[src/rtl/bpp_pkg.sv]
// Shared definitions for the bidirectional port.
// Assumes a two-bit register address.
package bpp_pkg;
    typedef enum logic [1:0] {
        SEL_DATA = 2'd0,
        SEL_DIR  = 2'd1,
        SEL_CTRL = 2'd2,
        SEL_NONE = 2'd3
    } reg_sel_e;
endpackage

[src/rtl/bpp_sync.sv]
// Multi-stage synchronizer for the raw pin levels.
// Assumes each pin is sampled on its own, so no bus coherence is promised.
module bpp_sync #(
    parameter int WIDTH  = 6,
    parameter int STAGES = 2
) (
    input  logic             clk,
    input  logic             rst_n,
    input  logic [WIDTH-1:0] raw_in,
    output logic [WIDTH-1:0] sync_out
);
    logic [WIDTH-1:0] stage_q [STAGES];

    // Shift the pin levels through the flop chain.
    always_ff @(posedge clk) begin
        if (!rst_n) begin
            for (int s = 0; s < STAGES; s++) stage_q[s] <= '0;
        end else begin
            stage_q[0] <= raw_in;
            for (int s = 1; s < STAGES; s++) stage_q[s] <= stage_q[s-1];
        end
    end

    assign sync_out = stage_q[STAGES-1];
endmodule

[src/rtl/bpp_regs.sv]
// Register file of the port: direction, data latch and open-drain control.
// Assumes one write per cycle. A peripheral fault clears the owned direction bits.
module bpp_regs
    import bpp_pkg::*;
#(
    parameter int               WIDTH       = 6,
    parameter logic [WIDTH-1:0] PERIPH_PINS = 6'b111100
) (
    input  logic             clk,
    input  logic             rst_n,
    input  reg_sel_e         sel,
    input  logic             wr,
    input  logic [WIDTH-1:0] wdata,
    input  logic             per_fault,
    output logic [WIDTH-1:0] dir_q,
    output logic [WIDTH-1:0] latch_q,
    output logic             wired_or_q
);
    // Direction register. A fault wins over a write for the owned pins.
    always_ff @(posedge clk) begin
        if (!rst_n) begin
            dir_q <= '0;
        end else begin
            if (wr && sel == SEL_DIR) dir_q <= wdata;
            if (per_fault) begin
                if (wr && sel == SEL_DIR) dir_q <= wdata & ~PERIPH_PINS;
                else                      dir_q <= dir_q & ~PERIPH_PINS;
            end
        end
    end

    // Port data latch.
    always_ff @(posedge clk) begin
        if (!rst_n)                       latch_q <= '0;
        else if (wr && sel == SEL_DATA)   latch_q <= wdata;
    end

    // Open-drain control bit, shared by all pins.
    always_ff @(posedge clk) begin
        if (!rst_n)                       wired_or_q <= 1'b0;
        else if (wr && sel == SEL_CTRL)   wired_or_q <= wdata[0];
    end
endmodule

[src/rtl/bpp_pin_cell.sv]
// Per-pin output path: source mux, effective direction, open-drain gating
// and read-back source. Purely combinational; OWNED marks a pin the
// peripheral may take over.
module bpp_pin_cell #(
    parameter bit OWNED = 1'b0
) (
    input  logic dir_bit,
    input  logic latch_bit,
    input  logic wired_or,
    input  logic per_en,
    input  logic per_dout,
    input  logic per_req,
    input  logic per_fault,
    input  logic sync_bit,
    output logic oe,
    output logic out,
    output logic rd_bit
);
    localparam logic OWN = OWNED;

    logic take;
    logic out_val;
    logic dir_eff;

    // Choose the output value and the effective direction.
    always_comb begin
        take    = OWN & per_en;
        out_val = take ? per_dout : latch_bit;
        dir_eff = dir_bit & (~take | per_req) & ~(OWN & per_fault);
    end

    // Drive gating: open-drain removes the drive for a one.
    always_comb begin
        oe     = dir_eff & ~(wired_or & out_val);
        out    = oe & out_val;
        rd_bit = dir_eff ? out_val : sync_bit;
    end
endmodule

[src/rtl/bidir_pin_port.sv]
// Bidirectional port with peripheral override. Ties the register file,
// the input synchronizer and one pin cell per pin together and muxes
// the register read data. Assumes a synchronous active-low reset.
module bidir_pin_port
    import bpp_pkg::*;
#(
    parameter int               WIDTH       = 6,
    parameter int               SYNC_STAGES = 2,
    parameter logic [WIDTH-1:0] PERIPH_PINS = 6'b111100
) (
    input  logic             clk,
    input  logic             rst_n,
    input  logic [1:0]       bus_addr,
    input  logic             bus_wr,
    input  logic [WIDTH-1:0] bus_wdata,
    output logic [WIDTH-1:0] bus_rdata,
    input  logic             per_en,
    input  logic [WIDTH-1:0] per_dout,
    input  logic [WIDTH-1:0] per_dir_req,
    input  logic             per_fault,
    input  logic [WIDTH-1:0] pin_in,
    output logic [WIDTH-1:0] pin_oe,
    output logic [WIDTH-1:0] pin_out,
    output logic [WIDTH-1:0] per_din
);
    reg_sel_e         sel;
    logic [WIDTH-1:0] dir_q;
    logic [WIDTH-1:0] latch_q;
    logic             wired_or_q;
    logic [WIDTH-1:0] sync_lvl;
    logic [WIDTH-1:0] rd_bits;

    assign sel = reg_sel_e'(bus_addr);

    bpp_regs #(.WIDTH(WIDTH), .PERIPH_PINS(PERIPH_PINS)) u_regs (
        .clk        (clk),
        .rst_n      (rst_n),
        .sel        (sel),
        .wr         (bus_wr),
        .wdata      (bus_wdata),
        .per_fault  (per_fault),
        .dir_q      (dir_q),
        .latch_q    (latch_q),
        .wired_or_q (wired_or_q)
    );

    bpp_sync #(.WIDTH(WIDTH), .STAGES(SYNC_STAGES)) u_sync (
        .clk      (clk),
        .rst_n    (rst_n),
        .raw_in   (pin_in),
        .sync_out (sync_lvl)
    );

    genvar i;
    generate
        for (i = 0; i < WIDTH; i++) begin : g_pin
            bpp_pin_cell #(.OWNED(PERIPH_PINS[i])) u_cell (
                .dir_bit   (dir_q[i]),
                .latch_bit (latch_q[i]),
                .wired_or  (wired_or_q),
                .per_en    (per_en),
                .per_dout  (per_dout[i]),
                .per_req   (per_dir_req[i]),
                .per_fault (per_fault),
                .sync_bit  (sync_lvl[i]),
                .oe        (pin_oe[i]),
                .out       (pin_out[i]),
                .rd_bit    (rd_bits[i])
            );
        end
    endgenerate

    assign per_din = sync_lvl;

    // Register read mux.
    always_comb begin
        case (sel)
            SEL_DATA: bus_rdata = rd_bits;
            SEL_DIR:  bus_rdata = dir_q;
            SEL_CTRL: bus_rdata = {{(WIDTH-1){1'b0}}, wired_or_q};
            default:  bus_rdata = '0;
        endcase
    end
endmodule

[config.mk]
export PLATFORM = sky130hd
export DESIGN_NAME = bidir_pin_port
export DESIGN_NICKNAME = d
export VERILOG_FILES = /design/src/rtl/bpp_pkg.sv /design/src/rtl/bpp_sync.sv /design/src/rtl/bpp_regs.sv /design/src/rtl/bpp_pin_cell.sv /design/src/rtl/bidir_pin_port.sv
export SDC_FILE = /design/constraint.sdc
export NUM_CORES = 1
export LEC_CHECK = 0
export ABC_AREA = 1
export CAP_MARGIN = 25
export CELL_PAD_IN_SITES_DETAIL_PLACEMENT = 2
export CELL_PAD_IN_SITES_GLOBAL_PLACEMENT = 2
export CORE_MARGIN = 2
export CORE_UTILIZATION = 23
export DETAILED_ROUTE_END_ITERATION = 8
export GPL_ROUTABILITY_DRIVEN = 0
export PLACE_DENSITY = 0.93
export SLEW_MARGIN = 20
export SYNTH_ARGS = -nofsm -noshare
export SYNTH_HDL_FRONTEND = slang
export SYNTH_SLANG_ARGS = --single-unit
[constraint.sdc]
create_clock -name clk -period 2.5 [get_ports clk]
set_input_delay 0.5 -clock clk [delete_from_list [all_inputs] [get_ports clk]]
set_output_delay 0.5 -clock clk [all_outputs]
set_load 0.1 [all_outputs]
==> results.yml <==
hold_path:
  min_from: "u_sync.stage_q[0][2]"
  min_path_type: "reg2reg"
  min_to: "u_sync.stage_q[0][8]"
  hold_depth: 2
sta:
  setup_tns_ns: 0
  finalCriticalPeriod_ns: 2.386
  post-route-period-util: 0.9542
  hold_violations: 0
  slew_headroom: 0.6471
  grt_setup_unrepaired: "false"
  final.setup_skew_ns: 0.0002527
  worst_pin_slew_ns: 0.5286
  setup_viol: 0
  max_freq_ghz: 0.4192
  whs_ns: 0.4229
  slew_violations: 0
global_route:
  grt_max_degree: 17
  gr-total-overflow: 0
  antenna_found_initial: 1
  grt_pass1_wl_microns: 7645
  track_usage: 0.1363
  grt_pass1_vias: 1595
cells_and_area:
  drive_gt1_frac: 0.1673
  area_growth_pct: 46.99
  n_fill_cell: 720
  final_common_cell: "nand2_1"
  fin_nets: 301
  layout.cells.non_filler: 345
  design_area_sq_um: 2110
  layout_common_cells: "nand2_1 (60), inv_1 (43), nor2_1 (34), clkdlybuf4s50_1 (25), dfxtp_1 (25)"
detailed_routing:
  ant_nets: 0
  post-route-drc-count: 0
  wire_per_inst_microns: 12.98
  drtPass1Iterations: 2
  vias: 1478
  dr.first_iter.drc_count: 22
  vias_per_cell: 4.284
  wirelength_microns: 4479
power:
  power.leakage_nw: 1.056
  powerDensity_nw_per_um2: 445.9
  power_mw: 0.9407
  ir_worst_vdd_uv: 230.7
floorplan:
  top_level_ports: 55
  start_util: 0.2396
  dieArea_sq_um: 6887
  die_h_microns: 82.99
  num_rows: 28
  core-area_sq_um: 5991
  fp.dieW_microns: 82.99
status:
  status: "finished, final reports clean"
worst_setup_path:
  crit_arrival_ns: 1.89
  cp_max_fo: 7
  slowest_stage: "clkdlybuf4s50_1"
  critical_path.endpoint_type: "output port"
  path_common_cell: "o211ai_1"
  rr_startpoint: "u_regs.wired_or_q"
  timing.critical_path.from: "bus_addr[0]"
  r2r_cells: 2
  rrSetupSlack_ns: 1.57
  startpoint_type: "primary input"
  max_stage_delay_ns: 0.53
  crit_type: "in2out"
  path_cells: "clkdlybuf4s50_1, nor2_4, o211ai_1, o211ai_1, buf_12"
  path_buf_inv: 2
  critPathTopFamily: "buffers and inverters"
  worstPathRequired_ns: 2.00
  r2r_end: "u_regs.wired_or_q"
placed_design:
  dp_cells: 340
  dpl.hpwl_microns: 3639
  portBuffers: 50
  place_area_sq_um: 2057
clock_tree:
  clkLatencyLatePin_ns: 0.27
  clk_pin_slew_ns: 0.09
  cts_max_level: 1
  numCtsBuffers: 3
  clock-sinks: 25
  cts_tree: "yes"
  root_buffer: "clkbuf_8"
  cts.path.max_buffers: 2
synth:
  synth_area_leaders: "dfxtp_1 (35%), nand2_1 (16%), inv_1 (12%), buf_4 (9.9%), nor2_1 (9.2%)"
  synth_fp_nets: 262
  synth_area_per_cell_sq_um: 6.213
  seq_area_frac_synth: 0.3487
  ys_types: 19
  synthCells: 231
  yosys.area.top_type: "dfxtp_1"
  syn_area_sq_um: 1435
  netlist.area_leader.share: 0.3487
  synth_seq_cells: 25
  synth_warnings: 0
run:
  max-cap-violations: 0
==> synthesized netlist by cell type (all sizes together) <==
cell and instances:
inv 47, nor2 38, nand2 63, o21ai 16, o211ai 2, dfxtp 25, a21boi 1, a21oi 4
nand3 6, buf 21, o2bb2ai 1, nor3 5, clkbuf 2
==> cells by family (layout without fill, tap and decap cells) <==
logic type | after synthesis | after routing | synth area share
AND/OR/NAND/NOR | 112 | 112 | 0.3252
flip-flops | 25 | 25 | 0.3487
AO/OA/AOI/OAI | 24 | 24 | 0.09155
other | 0 | 1 | 0
buffers and inverters | 70 | 108 | 0.2345
==> power by group <==
group	total, mW	internal (mW)	switching [mW]
clock	0.246	0.114	0.132
combinational	0.265	0.0964	0.168
sequential	0.429	0.417	0.0129
==> cell type report <==
type	count	area [sq um]	share of cell area
repair buffers	57	670.6	0.3179
multi-input cells	136	608.1	0.2883
flip-flops and latches	25	500.5	0.2372
inverters	47	188.9	0.08956
well taps	75	93.84	0.04448
clock buffers	4	45.04	0.02135
diodes	1	2.502	0.001186
==> through the flow <==
stage / utilization / setup WS [ns]
floorplan: - / -0.05246
global placement: 0.3434 / 0.03301
detailed placement: 0.3434 / 0.01728
CTS: 0.3509 / 0.01744
global route: 0.3521 / 0.05323
finish: 0.3521 / 0.1145
==> tightest hold or removal path: stages, from the launching register on <==
cell     delay (ns)
dfxtp_1        0.31
nand2_1        0.05
inv_1          0.03
==> flip-flops by register name, summed over array words and instances, names as in the netlist <==
name	count
u_regs.dir_q	6
u_regs.wired_or_q	1
u_regs.latch_q	6
u_sync.stage_q	12
==> per-layer routing <==
layer / vias up / wire length [microns] / part of all wire / global-route usage
met2: 36 / 2212 / 0.49 / 0.2412
met5: - / 0 / 0 / 0
met3: 4 / 213 / 0.048 / 0.02883
met4: 0 / 34 / 0.0076 / 0.03130
met1: 693 / 2020 / 0.45 / 0.1688
li1: 745 / - / - / -
==> how the worst max path moves through the flow <==
stage | end | slack (ns) | depth (start not counted)
floorplan | bus_rdata[0] | -0.05 | 3
global placement | pin_oe[5] | 0.03 | 7
detailed placement | pin_oe[4] | 0.02 | 7
CTS | pin_oe[4] | 0.02 | 7
global route | bus_rdata[0] | 0.05 | 5
finish | bus_rdata[0] | 0.11 | 5
==> repair_timing <==
| item | CTS | global route |
|---|---|---|
| resized for setup | 0 | 3 |
| endpoints found under the setup margin | 0 | 9 |
| hold endpoints to repair | 0 | 0 |
| buffers inserted | 0 | 0 |
| hold buffers | 0 | 0 |
No activity file was read; power rests on OpenSTA's default activity.
